$ cat src/rtl/dsched_pkg.sv
package dsched_pkg;

    typedef enum logic [3:0] {
        UC_INT   = 4'd0,
        UC_SHIFT = 4'd1,
        UC_FADD  = 4'd2,
        UC_FMUL  = 4'd3,
        UC_FDIV  = 4'd4,
        UC_FMISC = 4'd5,
        UC_XSHF  = 4'd6,
        UC_XALU  = 4'd7,
        UC_XMISC = 4'd8,
        UC_LOAD  = 4'd9,
        UC_STORE = 4'd10
    } uop_cls_e;

    typedef enum logic [1:0] {
        P1_IDLE = 2'd0,
        P1_FAST = 2'd1,
        P1_SLOW = 2'd2,
        P1_FPX  = 2'd3
    } p1_sel_e;

    localparam int FPX_PIPES = 7;

    typedef struct packed {
        logic     vld;
        uop_cls_e cls;
    } win_ent_t;

    function automatic logic is_fpx(uop_cls_e c);
        return (c >= UC_FADD) && (c <= UC_XMISC);
    endfunction

    function automatic logic [FPX_PIPES-1:0] fpx_onehot(uop_cls_e c);
        logic [FPX_PIPES-1:0] r;
        r = '0;
        if (is_fpx(c)) r[c - UC_FADD] = 1'b1;
        return r;
    endfunction

endpackage

$ cat src/rtl/dsched_busy.sv
module dsched_busy
    import dsched_pkg::*;
#(
    parameter int LAT = 4
) (
    input  logic clk,
    input  logic rst,
    input  logic load,
    output logic busy
);
    localparam int CW = (LAT < 2) ? 1 : $clog2(LAT + 1);

    typedef struct packed {
        logic [CW-1:0] cnt;
    } st_t;

    st_t st_d, st_q;

    always_comb begin
        st_d = st_q;
        if (load)
            st_d.cnt = CW'(LAT - 1);
        else if (st_q.cnt != '0)
            st_d.cnt = st_q.cnt - 1'b1;
    end

    always_ff @(posedge clk) begin
        if (rst) st_q <= '0;
        else     st_q <= st_d;
    end

    assign busy = (st_q.cnt != '0);

    // the picker must never load an occupied unit
    assert_no_grant_busy_R7: assert property (@(posedge clk) disable iff (rst)
        load |-> !busy);

    // an idle unit with no grant stays idle
    assert_idle_hold_R7: assert property (@(posedge clk) disable iff (rst)
        (!busy && !load) |=> !busy);

endmodule

$ cat src/rtl/dsched_window.sv
module dsched_window
    import dsched_pkg::*;
#(
    parameter int DEPTH = 8
) (
    input  logic                   clk,
    input  logic                   rst,
    input  logic                   in_valid,
    input  uop_cls_e               in_cls,
    input  logic [DEPTH-1:0]       retire,
    output logic [DEPTH-1:0]       vld_o,
    output uop_cls_e [DEPTH-1:0]   cls_o,
    output logic                   in_ready
);
    localparam int IW = $clog2(DEPTH);

    typedef struct packed {
        win_ent_t [DEPTH-1:0] ent;
    } st_t;

    st_t         st_d, st_q;
    logic [IW:0] pos;

    always_comb begin
        st_d = '0;
        pos  = '0;
        for (int i = 0; i < DEPTH; i++) begin
            if (st_q.ent[i].vld && !retire[i]) begin
                st_d.ent[pos[IW-1:0]] = st_q.ent[i];
                pos = pos + 1'b1;
            end
        end
        if (in_valid && in_ready && (pos < DEPTH)) begin
            st_d.ent[pos[IW-1:0]].vld = 1'b1;
            st_d.ent[pos[IW-1:0]].cls = in_cls;
        end
    end

    always_ff @(posedge clk) begin
        if (rst) st_q <= '0;
        else     st_q <= st_d;
    end

    always_comb begin
        for (int i = 0; i < DEPTH; i++) begin
            vld_o[i] = st_q.ent[i].vld;
            cls_o[i] = st_q.ent[i].cls;
        end
    end

    assign in_ready = !st_q.ent[DEPTH-1].vld;

    // only occupied entries may be retired
    assert_retire_valid_R9: assert property (@(posedge clk) disable iff (rst)
        (retire & ~vld_o) == '0);

    // an offer to a full window with nothing leaving changes nothing
    assert_full_drop_R9: assert property (@(posedge clk) disable iff (rst)
        (!in_ready && retire == '0) |=> $stable(vld_o));

endmodule

$ cat src/rtl/dsched_pick.sv
module dsched_pick
    import dsched_pkg::*;
#(
    parameter int DEPTH = 8
) (
    input  logic                   clk,
    input  logic                   rst,
    input  logic                   stall,
    input  logic [DEPTH-1:0]       vld,
    input  uop_cls_e [DEPTH-1:0]   cls,
    input  logic                   slow_busy,
    input  logic                   div_busy,
    output logic [DEPTH-1:0]       g0,
    output logic [DEPTH-1:0]       g1,
    output logic [DEPTH-1:0]       g2,
    output logic [DEPTH-1:0]       g3,
    output p1_sel_e                p1s,
    output logic [FPX_PIPES-1:0]   fps,
    output logic                   ld_slow,
    output logic                   ld_div
);
    localparam int IW = $clog2(DEPTH);

    logic [DEPTH-1:0] p1_simple;
    logic [DEPTH-1:0] int_mask;
    logic [2:0]       sc;
    logic             found, got_ld, got_st;
    logic [IW-1:0]    first;

    always_comb begin
        g0 = '0; g1 = '0; g2 = '0; g3 = '0;
        p1s = P1_IDLE; fps = '0; ld_slow = 1'b0; ld_div = 1'b0;
        p1_simple = '0; int_mask = '0; sc = '0;
        found = 1'b0; got_ld = 1'b0; got_st = 1'b0; first = '0;
        for (int i = 0; i < DEPTH; i++)
            int_mask[i] = vld[i] && (cls[i] == UC_INT);
        if (!stall) begin
            for (int i = 0; i < DEPTH; i++) begin
                if (int_mask[i]) begin
                    if (sc < 3'd2)      g0[i] = 1'b1;
                    else if (sc < 3'd4) p1_simple[i] = 1'b1;
                    if (sc < 3'd4)      sc = sc + 1'b1;
                end
                if (vld[i] && cls[i] == UC_LOAD && !got_ld) begin
                    g2[i] = 1'b1; got_ld = 1'b1;
                end
                if (vld[i] && cls[i] == UC_STORE && !got_st) begin
                    g3[i] = 1'b1; got_st = 1'b1;
                end
            end
            for (int i = 0; i < DEPTH; i++) begin
                if (!found && (p1_simple[i] ||
                    (vld[i] && cls[i] == UC_SHIFT && !slow_busy) ||
                    (vld[i] && is_fpx(cls[i]) && !(cls[i] == UC_FDIV && div_busy)))) begin
                    found = 1'b1;
                    first = IW'(i);
                end
            end
            if (found) begin
                if (p1_simple[first]) begin
                    g1  = p1_simple;
                    p1s = P1_FAST;
                end else begin
                    g1[first] = 1'b1;
                    if (cls[first] == UC_SHIFT) begin
                        p1s     = P1_SLOW;
                        ld_slow = 1'b1;
                    end else begin
                        p1s    = P1_FPX;
                        fps    = fpx_onehot(cls[first]);
                        ld_div = (cls[first] == UC_FDIV);
                    end
                end
            end
        end
    end

    assert_port0_cap_R2: assert property (@(posedge clk) disable iff (rst)
        ($countones(g0) <= 2) && ((g0 & ~int_mask) == '0));

    assert_p1_mode_R3: assert property (@(posedge clk) disable iff (rst)
        ((g1 == '0) == (p1s == P1_IDLE)) && ((p1s != P1_FAST) -> ($countones(g1) <= 1)));

    assert_ports_disjoint_R4: assert property (@(posedge clk) disable iff (rst)
        ((g0 & g1) | (g0 & g2) | (g0 & g3) | (g1 & g2) | (g1 & g3) | (g2 & g3)) == '0);

    assert_six_max_R4: assert property (@(posedge clk) disable iff (rst)
        $onehot0(g2) && $onehot0(g3) &&
        (($countones(g0) + $countones(g1) + $countones(g2) + $countones(g3)) <= 6));

    assert_shift_slow_R5: assert property (@(posedge clk) disable iff (rst)
        ld_slow |-> (p1s == P1_SLOW) && (fps == '0));

    assert_fp_onehot_R6: assert property (@(posedge clk) disable iff (rst)
        $onehot0(fps) && ((fps != '0) == (p1s == P1_FPX)));

    assert_stall_quiet_R10: assert property (@(posedge clk) disable iff (rst)
        stall |-> ((g0 | g1 | g2 | g3) == '0) && !ld_slow && !ld_div);

endmodule

$ cat src/rtl/uop_port_sched.sv
module uop_port_sched
    import dsched_pkg::*;
#(
    parameter int DEPTH    = 8,
    parameter int LAT_SLOW = 4,
    parameter int LAT_DIV  = 6
) (
    input  logic             clk,
    input  logic             rst,
    input  logic             stall,
    input  logic             in_valid,
    input  logic [3:0]       in_cls,
    output logic             in_ready,
    output logic [DEPTH-1:0] gnt_p0,
    output logic [DEPTH-1:0] gnt_p1,
    output logic [DEPTH-1:0] gnt_p2,
    output logic [DEPTH-1:0] gnt_p3,
    output logic [1:0]       p1_sel,
    output logic [6:0]       fp_sel
);
    logic [DEPTH-1:0]     win_vld;
    uop_cls_e [DEPTH-1:0] win_cls;
    logic                 slow_busy, div_busy, ld_slow, ld_div;
    p1_sel_e              p1s;

    dsched_window #(.DEPTH(DEPTH)) u_window (
        .clk      (clk),
        .rst      (rst),
        .in_valid (in_valid),
        .in_cls   (uop_cls_e'(in_cls)),
        .retire   (gnt_p0 | gnt_p1 | gnt_p2 | gnt_p3),
        .vld_o    (win_vld),
        .cls_o    (win_cls),
        .in_ready (in_ready)
    );

    dsched_pick #(.DEPTH(DEPTH)) u_pick (
        .clk       (clk),
        .rst       (rst),
        .stall     (stall),
        .vld       (win_vld),
        .cls       (win_cls),
        .slow_busy (slow_busy),
        .div_busy  (div_busy),
        .g0        (gnt_p0),
        .g1        (gnt_p1),
        .g2        (gnt_p2),
        .g3        (gnt_p3),
        .p1s       (p1s),
        .fps       (fp_sel),
        .ld_slow   (ld_slow),
        .ld_div    (ld_div)
    );

    dsched_busy #(.LAT(LAT_SLOW)) u_slow_busy (
        .clk  (clk),
        .rst  (rst),
        .load (ld_slow),
        .busy (slow_busy)
    );

    dsched_busy #(.LAT(LAT_DIV)) u_div_busy (
        .clk  (clk),
        .rst  (rst),
        .load (ld_div),
        .busy (div_busy)
    );

    assign p1_sel = p1s;

endmodule

$ cat config.mk
export PLATFORM = sky130hd
export DESIGN_NAME = uop_port_sched
export DESIGN_NICKNAME = d
export VERILOG_FILES = /design/src/rtl/dsched_pkg.sv /design/src/rtl/dsched_busy.sv /design/src/rtl/dsched_window.sv /design/src/rtl/dsched_pick.sv /design/src/rtl/uop_port_sched.sv
export SDC_FILE = /design/constraint.sdc
export NUM_CORES = 1
export LEC_CHECK = 0
export BUFFER_PORTS_ARGS = -buffer_cell sky130_fd_sc_hd__buf_2
export CORE_MARGIN = 5
export CORE_UTILIZATION = 55
export CTS_CLUSTER_DIAMETER = 200
export CTS_CLUSTER_SIZE = 24
export DETAILED_ROUTE_END_ITERATION = 16
export PLACE_DENSITY = 0.8
export SYNTH_ARGS = -nofsm -noshare
export SYNTH_HDL_FRONTEND = slang
export SYNTH_SLANG_ARGS = --single-unit
export TNS_END_PERCENT = 30
$ cat constraint.sdc
create_clock -name clk -period 14.8 [get_ports clk]
set_input_delay 2.22 -clock clk [delete_from_list [all_inputs] [get_ports clk]]
set_output_delay 2.22 -clock clk [all_outputs]
set_load 0.005 [all_outputs]
==> run summary <==
Outcome: finished clean
Die height: 127 microns
Final GP Congestion: 1.03
Worst EP arrival: 12.96 ns
Worst-path clk slew: 0.06 ns
Most repeated library cell on the critical path: ha_1
Row cnt: 42
Worst setup SP type: flip-flop
Post-CTS Resized: 0
Worst setup EP type: flip-flop
First-pass GRT wire length: 43,900 microns
GRT met3 Usage: 8.41%
Vias in the first global route: 7,729
Share of layout cells above drive strength 1: 17.9%
DRC viols: 0
Tot Pwr: 0.568 mW
Req. time, crit path: 14.99 ns
GR Util met2: 51.8%
Min Hold Slack: 0.503 ns
Final net count: 998
Starting density of the core: 56.3%
Final setup fails: 0
Max VDD drop: 64.8 uV
Overall Global Routing Usage: 34.5%
Hold-critical path depth: 2
CP max FO: 11
CTS tree: built
Max Clock Skew: 0.00818 ns
Post-synth EDFFs: 0
Number of synthesized register bits: 46
Leak Pwr: 3.22 nW
Syn Nets: 994
Met1 Usage GRT: 44.5%
Clock root buffer: clkbuf_16
FF-to-FF path depth: 43
Min-Delay Endpoint: u_div_busy.st_q[1]
Power Dens Cells: 71.5 nW/um^2
Async S/R FF share, synth: 0%
Average size of a mapped cell: 7.76 sq um
Clock Sinks: 46
Buffers on Ports: 49
Total wire length after detailed routing: 29,200 microns
Max-slew headroom: 26.0%
R2R Path Start: u_window.cls_o[1]
H-tree Lvls: 2
Post-route clock period utilization: 86.3%
Clk buf depth: 2
Worst-path cell with the longest stage delay: a221oi_1
Worst-margin pin slew: 1.10 ns
Final ANT Viol Nets: 0
Post-layout minimum cycle time: 12.77 ns
Util after Layout: 59.4%
Initial drt markers: 1,098
Vias per inst: 7.29
Worst skew pair latency: 0.29 ns
Via Count: 8,383
# IOs: 50
Final HPWL DP: 22,600 microns
Die width: 127 microns
Most common cell after layout, fill and taps aside: nor2_1
Commonest cells after routing, fill and taps aside: nor2_1 (86), nand2_1 (75), mux2i_1 (69)
Fin. max-slew vios: 0
YS warnings: 0
Post-CTS Setup Bufs: 0
CTS Buf Count: 5
Crit Path Class: reg2reg
CORE AREA: 13,300 sq um
Initial antenna violation count: 0
Average wire per standard cell: 25.4 microns
Antenna cells: 0
Max incr delay on CP: 0.69 ns
Hold bufs inserted after CTS: 0
F_max: 0.0783 GHz
Unrepaired setup endpoints after global routing: false
Synthesized instance count: 969
Hold Violations, Final: 0
Register area: 921 sq um
Sum Neg Setup Slack: 0 ns
Largest net degree at the start of global routing: 42
RR Endpoint: u_window.cls_o[2]
Cell variety after synth: 118
Global route hottest layer: met2
1st-pass router iterations: 7
Main area contributors after synthesis: dfxtp_1 (12%), mux2i_1 (9.2%), nor2_1 (4.3%), nand2_1 (3.7%), mux2_2 (3.6%)
P&R area growth vs syn: 5.56%
Max-cap violations: 0
Die Area: 16,100 sq um
Synthesized area: 7520 sq um
Fillers: 1,224
Hold path startpoint: u_div_busy.st_q[1]
Grt total ovfl: 0
Post-synth top area share: 12.3%
Ys flop type: dfxtp_1
Multi-input gate area: 6110 sq um
R2R Setup Slk: 2.03 ns
Hold WC Path Type: reg2reg
Area leader, netlist: dfxtp_1
Post-synthesis sequential area ratio: 12.3%
==> worst max-delay path, delay by kind of cell (launching register included) <==
| kind | cells | cell delay, ns |
|---|---|---|
| compound gates | 14 | 3.53 |
| xor+xnor | 3 | 1.08 |
| fa+ha+maj | 8 | 2.62 |
| buf+inv | 4 | 0.62 |
| flops | 1 | 0.37 |
| mux | 1 | 0.48 |
| simple gates | 13 | 3.95 |
==> cell families (layout without fill, tap and decap cells) <==
logic type	after synthesis	after routing	synth area share, %
buffers and inverters	117	122	6.54
and+or+nand+nor	387	387	29.3
adders and majority gates	17	17	2.93
muxes	95	95	13.3
AOI/OAI and AO/OA	286	286	31.5
DFF	46	46	12.3
xor gates and xnor gates	21	21	4.23
==> power breakdown <==
group / leakage [nW] / switching [mW] / internal [mW]
combinational: 2.78 / 0.198 / 0.104
sequential: 0.373 / 0.0143 / 0.136
clock: 0.0729 / 0.0483 / 0.0669
==> sequential cells by signal, indices dropped and copies added (netlist names) <==
register          flops
u_window.cls_o       32
u_window.vld_o        8
u_div_busy.st_q       3
u_slow_busy.st_q      3
==> synth_stat cells, drive strengths merged, types with 5 or more instances <==
library cell and count:
a211o 8, a211oi 29, a21o 6, a21oi 48
a22o 10, a311oi 6, a31o 7, a31oi 11
a32o 8, a41o 7, and2 10, and3 15
buf 17, clkbuf 45, dfxtp 46, ha 16
inv 54, mux2 25, mux2i 70, nand2 76
nand2b 20, nand3 32, nand3b 8, nand4 12
nor2 87, nor2b 13, nor3 29, nor3b 6
nor4 17, o2111ai 11, o211ai 19, o21a 7
o21ai 33, o2bb2ai 5, o31a 6, o31ai 10
o41ai 8, or2 9, or3 16, or4 5
or4b 6, xnor2 14
==> final cells by class <==
class	count	area share (%)
clock inverters	2	0.158
multi-input cells	806	77.0
flip-flops and latches	46	11.6
well taps	176	2.78
repair buffers	59	4.04
inverters	55	2.66
clock buffers	6	1.75
==> routing by layer <==
layer / part of all wire (%) / vias to the layer above
met5: 0 / -
met4: 7.1 / 0
met3: 13 / 174
met2: 42 / 626
met1: 38 / 3850
li1: - / 3733
==> worst max-delay path by stage <==
| stage | slack, ns | depth (start not counted) | endpoint | start |
|---|---|---|---|---|
| 2_1_floorplan | 4.24 | 47 | u_window.cls_o[12] | u_window.cls_o[5] |
| 3_3_place_gp | 2.97 | 44 | u_window.cls_o[6] | u_window.cls_o[6] |
| 3_5_place_dp | 2.38 | 44 | u_window.cls_o[6] | u_window.cls_o[5] |
| 4_1_cts | 2.35 | 44 | u_window.cls_o[6] | u_window.cls_o[5] |
| 5_1_grt | 1.27 | 44 | u_window.cls_o[2] | u_window.cls_o[6] |
| 6_report | 2.03 | 43 | u_window.cls_o[2] | u_window.cls_o[1] |
==> metrics by stage <==
stage	cells	area (sq um)	setup slack, ns
6_report	1150	7940	2.03
5_1_grt	1150	7940	1.27
4_1_cts	1150	7940	2.35
3_5_place_dp	1142	7780	2.38
3_3_place_gp	1142	7780	2.97
2_1_floorplan	969	7520	4.24
Note: power is estimated with default switching activity, not from simulation.
